`config.mk`:
```
export PLATFORM = sky130hd
export DESIGN_NAME = swp_sequencer
export DESIGN_NICKNAME = d
export VERILOG_FILES = /design/src/rtl/swp_sequencer.sv
export SDC_FILE = /design/constraint.sdc
export NUM_CORES = 1
export LEC_CHECK = 0
export BUFFER_PORTS_ARGS = -buffer_cell sky130_fd_sc_hd__buf_2
export CAP_MARGIN = 20
export CORE_AREA = 3 3 40 42
export DETAILED_ROUTE_END_ITERATION = 6
export DIE_AREA = 0 0 43 45
export PLACE_DENSITY_LB_ADDON = 0.25
export SYNTH_ARGS = -nofsm -noshare
export SYNTH_HDL_FRONTEND = slang
export SYNTH_SLANG_ARGS = --single-unit
```
`constraint.sdc`:
```
create_clock -name clk -period 2.1 [get_ports clk]
set_input_delay 0.315 -clock clk [delete_from_list [all_inputs] [get_ports clk]]
set_output_delay 0.315 -clock clk [all_outputs]
set_load 0.02 [all_outputs]
```
`src/rtl/swp_sequencer.sv`:
```
module swp_sequencer #(
  parameter int AW = 15,
  parameter int DW = 8,
  parameter logic [AW-1:0] KEY_ADDR_A = 15'h5555,
  parameter logic [AW-1:0] KEY_ADDR_B = 15'h2AAA,
  parameter logic [DW-1:0] K_LEAD  = 8'hAA,
  parameter logic [DW-1:0] K_SECND = 8'h55,
  parameter logic [DW-1:0] K_ARM   = 8'hA0,
  parameter logic [DW-1:0] K_CLEAR = 8'h80,
  parameter logic [DW-1:0] K_DROP  = 8'h20
) (
  input  logic          clk,
  input  logic          rst_n,
  input  logic          init_n,
  input  logic          wr_valid,
  input  logic [AW-1:0] wr_addr,
  input  logic [DW-1:0] wr_data,
  input  logic          load_timeout,
  output logic          wr_commit,
  output logic          prot_on
);

  typedef enum logic [2:0] {
    M_IDLE, M_K1, M_K2, M_OPEN, M_C3, M_C4, M_C5
  } mstate_t;

  mstate_t st, cur, nxt;
  logic    prot_q, prot_d, cmd;
  logic    any_rst_n;

  assign any_rst_n = rst_n & init_n;
  assign cur = load_timeout ? M_IDLE : st;

  wire at_a     = (wr_addr == KEY_ADDR_A);
  wire at_b     = (wr_addr == KEY_ADDR_B);
  wire hit_lead = at_a && (wr_data == K_LEAD);
  wire hit_sec  = at_b && (wr_data == K_SECND);
  wire hit_arm  = at_a && (wr_data == K_ARM);
  wire hit_clr  = at_a && (wr_data == K_CLEAR);
  wire hit_drop = at_a && (wr_data == K_DROP);

  always_comb begin
    nxt    = cur;
    cmd    = 1'b0;
    prot_d = prot_q;
    if (wr_valid) begin
      unique case (cur)
        M_IDLE: if (hit_lead) begin nxt = M_K1; cmd = 1'b1; end
        M_K1: begin
          nxt = hit_sec ? M_K2 : M_IDLE;
          cmd = hit_sec;
        end
        M_K2: begin
          if (hit_arm) begin
            nxt = M_OPEN; cmd = 1'b1; prot_d = 1'b1;
          end else if (hit_clr) begin
            nxt = M_C3; cmd = 1'b1;
          end else nxt = M_IDLE;
        end
        M_C3: begin
          nxt = hit_lead ? M_C4 : M_IDLE;
          cmd = hit_lead;
        end
        M_C4: begin
          nxt = hit_sec ? M_C5 : M_IDLE;
          cmd = hit_sec;
        end
        M_C5: begin
          nxt = M_IDLE;
          if (hit_drop) begin cmd = 1'b1; prot_d = 1'b0; end
        end
        M_OPEN: nxt = M_OPEN;
        default: nxt = M_IDLE;
      endcase
    end
  end

  assign wr_commit = wr_valid && !cmd && (!prot_q || cur == M_OPEN);
  assign prot_on   = prot_q;

  always_ff @(posedge clk or negedge any_rst_n) begin
    if (!any_rst_n) st <= M_IDLE;
    else            st <= nxt;
  end

  always_ff @(posedge clk or negedge init_n) begin
    if (!init_n)    prot_q <= 1'b0;
    else if (rst_n) prot_q <= prot_d;
  end

  p_commit_needs_write_r1: assert property (@(posedge clk) disable iff (!any_rst_n)
    wr_commit |-> wr_valid);

  p_arm_only_by_key_r2: assert property (@(posedge clk) disable iff (!any_rst_n)
    $rose(prot_on) |-> $past(wr_valid && wr_addr == KEY_ADDR_A && wr_data == K_ARM));

  p_clear_only_by_key_r6: assert property (@(posedge clk) disable iff (!any_rst_n)
    $fell(prot_on) |-> $past(wr_valid && wr_addr == KEY_ADDR_A && wr_data == K_DROP));

  p_locked_drop_r4: assert property (@(posedge clk) disable iff (!any_rst_n)
    (prot_on && wr_valid && load_timeout && !hit_lead) |-> !wr_commit);

  p_lead_key_swallowed_r7: assert property (@(posedge clk) disable iff (!any_rst_n)
    (wr_valid && load_timeout && hit_lead) |-> !wr_commit);

endmodule

```
==> metrics.md <==
| Metric | Value |
|---|---|
| Pre-CTS setup slack | 0.125 ns |
| # rows | 13 |
| Min cycle time layout | 2.12 ns |
| Fillcell total | 131 |
| Final hold slack | 0.000312 ns |
| Nets@finish | 113 |
| Crit path capture type | output pin |
| Final Max Tran Viols | 0 |
| Post-synthesis cell type count | 30 |
| Yosys top cell area share | 23.2% |
| Initial Utilization | 33.6% |
| Reg power frac | 33.8% |
| Reg clk slew, reported paths | 0.04 ns |
| RSZ-0062 raised after global routing | yes |
| Share of cells above drive strength 1 | 49.4% |
| Gpl congestion | 0.894 |
| Critical path data required time | 1.78 ns |
| CP delay by family, top | simple AND/OR/NAND/NOR gates |
| Detailed Routing Iterations Pass 1 | 5 |
| Busiest grt layer | met2 |
| Number of nets with antenna violations after routing | 0 |
| M2 GR Usage | 23.1% |
| Avg Inst Size Synth | 8.63 um^2 |
| Critical Path Start Type | register |
| Top cells by area, synth | dfrtp_1 (23%), nand4b_1 (6.1%), and4bb_2 (5.8%) |
| Vias/cell | 5.60 |
| CTS tree | yes |
| Crit path max-delay cell type | or4b_4 |
| First-pass GRT wire length | 2.06 mm |
| Failing checks | setup timing |
| Post-CTS setup buffer count | 0 |
| Met3 GRT Util | 5.58% |
| Global-route usage over all layers | 13.7% |
| Worst path depth | 5 |
| Setup TNS | -0.0202 ns |
| Critical path origin | st[1]$_DFF_PN0_ |
| Bufs and invs on worst path | 1 |
| Peak VDD IR | 0.319 mV |
| Worst slew pin tran | 0.281 ns |
| Clk root buf | clkbuf_4 |
| Pin count of the biggest net entering global routing | 8 |
| Max_cap viols | 0 |
| DRC viols | 0 |
| H-tree lvl count | 1 |
| Relative slew slack | 81.2% |
| Reg2reg end | st[2]$_DFF_PN0_ |
| Fmax | 0.472 GHz |
| Port buffer count | 29 |
| GRT met1 Usage | 16.9% |
| Final Hold Viols | 0 |
| Final wirelength | 1.20 mm |
| Number of global-route vias before repair | 540 |
| Clk buf depth | 2 |
| Worst path max stage delay | 0.50 ns |
| Die height | 45 um |
| Combinational share of power | 28.8% |
| Mapped cell area | 432 um^2 |
| Clk sink count | 4 |
| Final setup viols | 1 |
| Leak Pwr | 0.302 nW |
| Clock power share | 37.4% |
| Cells after synthesis | 50 |
| Internal Power | 183 uW |
| I/O pin count | 30 |
| Die Area | 0.00194 mm^2 |
| Final Instance Count excl. Fillers | 98 |
| CP endpoint | wr_commit |
| Cells along the critical path | or4b_4 > o41ai_4 > a31oi_2 > and3_1 > buf_2 |
| Synth-to-Final Area Change | 51.9% |
| Worst-path fanout max | 4 |
| Critical R2R Launch | st[1]$_DFF_PN0_ |
| Net Sw Power | 66.1 uW |
| Core Area | 0.00128 mm^2 |
| ANT cells | 0 |
| Final Power | 249 uW |
| Post-DP HPWL | 1.02 mm |
| Switching Share | 26.5% |
| Worst skew pair latency | 0.23 ns |
| Synth Register Bits | 4 |
| Die Wd | 43 um |
| Mapped Nets | 78 |
| Power density over the cells | 380 mW/mm^2 |
| Total number of vias | 549 |
| Most area-hungry cell type in the Yosys netlist | dfrtp_1 |
| Worst Path Class, Setup | register to output pin |
| Ys Warns | 0 |
| Final WS setup | -0.0202 ns |
| Min-delay worst type | input port to async pin |
| Worst path arrival time | 1.81 ns |
| Global route overflow | 0 |
| Worst reg2reg setup slack | 0.58 ns |
| Iter 0 DRT Violations | 19 |
| Period utilization | 101% |
| Worst r2r path cells | 4 |
| Number of CTS-inserted buffers | 3 |
| Clock Skews | 0.00240 ns |
| Cell total after placement | 94 |
| Sequential fraction of the synthesis area | 23.2% |
| Outcome | finished with violations |
| Initial antenna violation count | 0 |
| Avg WL per Cell | 12.3 um |
[power groups by stage]
stage	Sequential (mW)	Clock [mW]	Combinational [mW]
after floorplan	0.0854	0	0.0257
after global placement	0.0853	0	0.0659
after detailed placement	0.0852	0	0.0659
after CTS	0.0843	0.0978	0.0704
after global routing	0.0847	0.102	0.0797
final	0.0843	0.0932	0.0718
[kinds of logic (layout without fill, tap and decap cells)]
logic type             after synthesis  count (layout)  share of synthesized area [%]
buffers and inverters                4              37                           3.77
DFF                                  4               4                           23.2
and+or+nand+nor                     32              32                           52.5
AOI/OAI and AO/OA                   10              10                           20.6
[Yosys cell counts]
| master | instances |
|---|---|
| a21boi_0 | 1 |
| inv_1 | 3 |
| a32oi_1 | 1 |
| nor4_1 | 3 |
| and4bb_2 | 2 |
| o2111a_1 | 1 |
| and3_1 | 1 |
| o21ai_0 | 1 |
| and2b_2 | 1 |
| and2_1 | 2 |
| nor4bb_1 | 1 |
| nand2_1 | 2 |
| nor4b_1 | 1 |
| nor3b_1 | 1 |
| nand4_1 | 2 |
| o211ai_1 | 2 |
| nand3_1 | 3 |
| dfrtp_1 | 4 |
| and4_1 | 2 |
| nand3b_1 | 1 |
| o41ai_2 | 1 |
| nor2b_1 | 1 |
| clkbuf_2 | 1 |
| nor2_1 | 3 |
| nor3_1 | 1 |
| nand4b_1 | 3 |
| nand2b_1 | 1 |
| a31oi_1 | 2 |
| o31ai_2 | 1 |
| or4b_4 | 1 |
[metrics by stage]
| stage | utilization [%] | cell area, um^2 |
|---|---|---|
| finish | 51.0 | 656 |
| floorplan | - | 432 |
| CTS | 50.4 | 648 |
| global placement | 46.5 | 598 |
| global route | 51.0 | 656 |
| detailed placement | 46.5 | 598 |
[final cells by class]
type	count	area [um^2]	area share, %
Timing Repair Buffer	31	163	24.8
Multi-Input combinational cell	42	340	51.9
Clock buffer	3	22.5	3.44
Sequential cell	4	100	15.3
Inverter	3	11.3	1.72
Tap cell	15	18.8	2.86
[metal layers]
metal | vias to the layer above | share of wire, % | wire (um)
met5 | - | 0 | 0
met4 | 0 | 0 | 0
met3 | 0 | 13 | 162
met2 | 36 | 45 | 538
met1 | 240 | 42 | 500
li1 | 273 | - | -
[placed cells by master, fill, tap and decap left out, drive strengths merged, types with 2 or more instances in the layout]
cell    instances
and4bb          2
nor4            3
buf            30
nand2           2
nand4b          3
a31oi           2
and2            2
inv             3
nand4           2
o211ai          2
dfrtp           4
nand3           3
clkbuf          3
nor2            3
and4            2
[sequential cells by signal, summed over array words and instances, names as in the netlist]
signal,flops
prot_on,1
st,3
[repair_timing]
| item | 4_1_cts | 5_1_grt |
|---|---|---|
| endpoints found under the hold margin | 1 | 0 |
| endpoints found under the setup margin | 1 | 1 |
| hold buffers | 1 | 0 |
| resized for setup | 2 | 2 |
[worst min-delay path by stage]
stage,startpoint,end
CTS,rst_n,st[0]$_DFF_PN0_
detailed placement,init_n,prot_on$_DFFE_PN0P_
global placement,init_n,prot_on$_DFFE_PN0P_
floorplan,init_n,prot_on$_DFFE_PN0P_
global route,rst_n,st[0]$_DFF_PN0_
finish,rst_n,st[0]$_DFF_PN0_
[worst reg2reg max path: cells and delay by family (launching register included)]
kind	cells	cell delay (ns)
simple gates	1	0.50
flops	1	0.40
compound gates	3	0.53
Power figures use the tool's default switching activity.
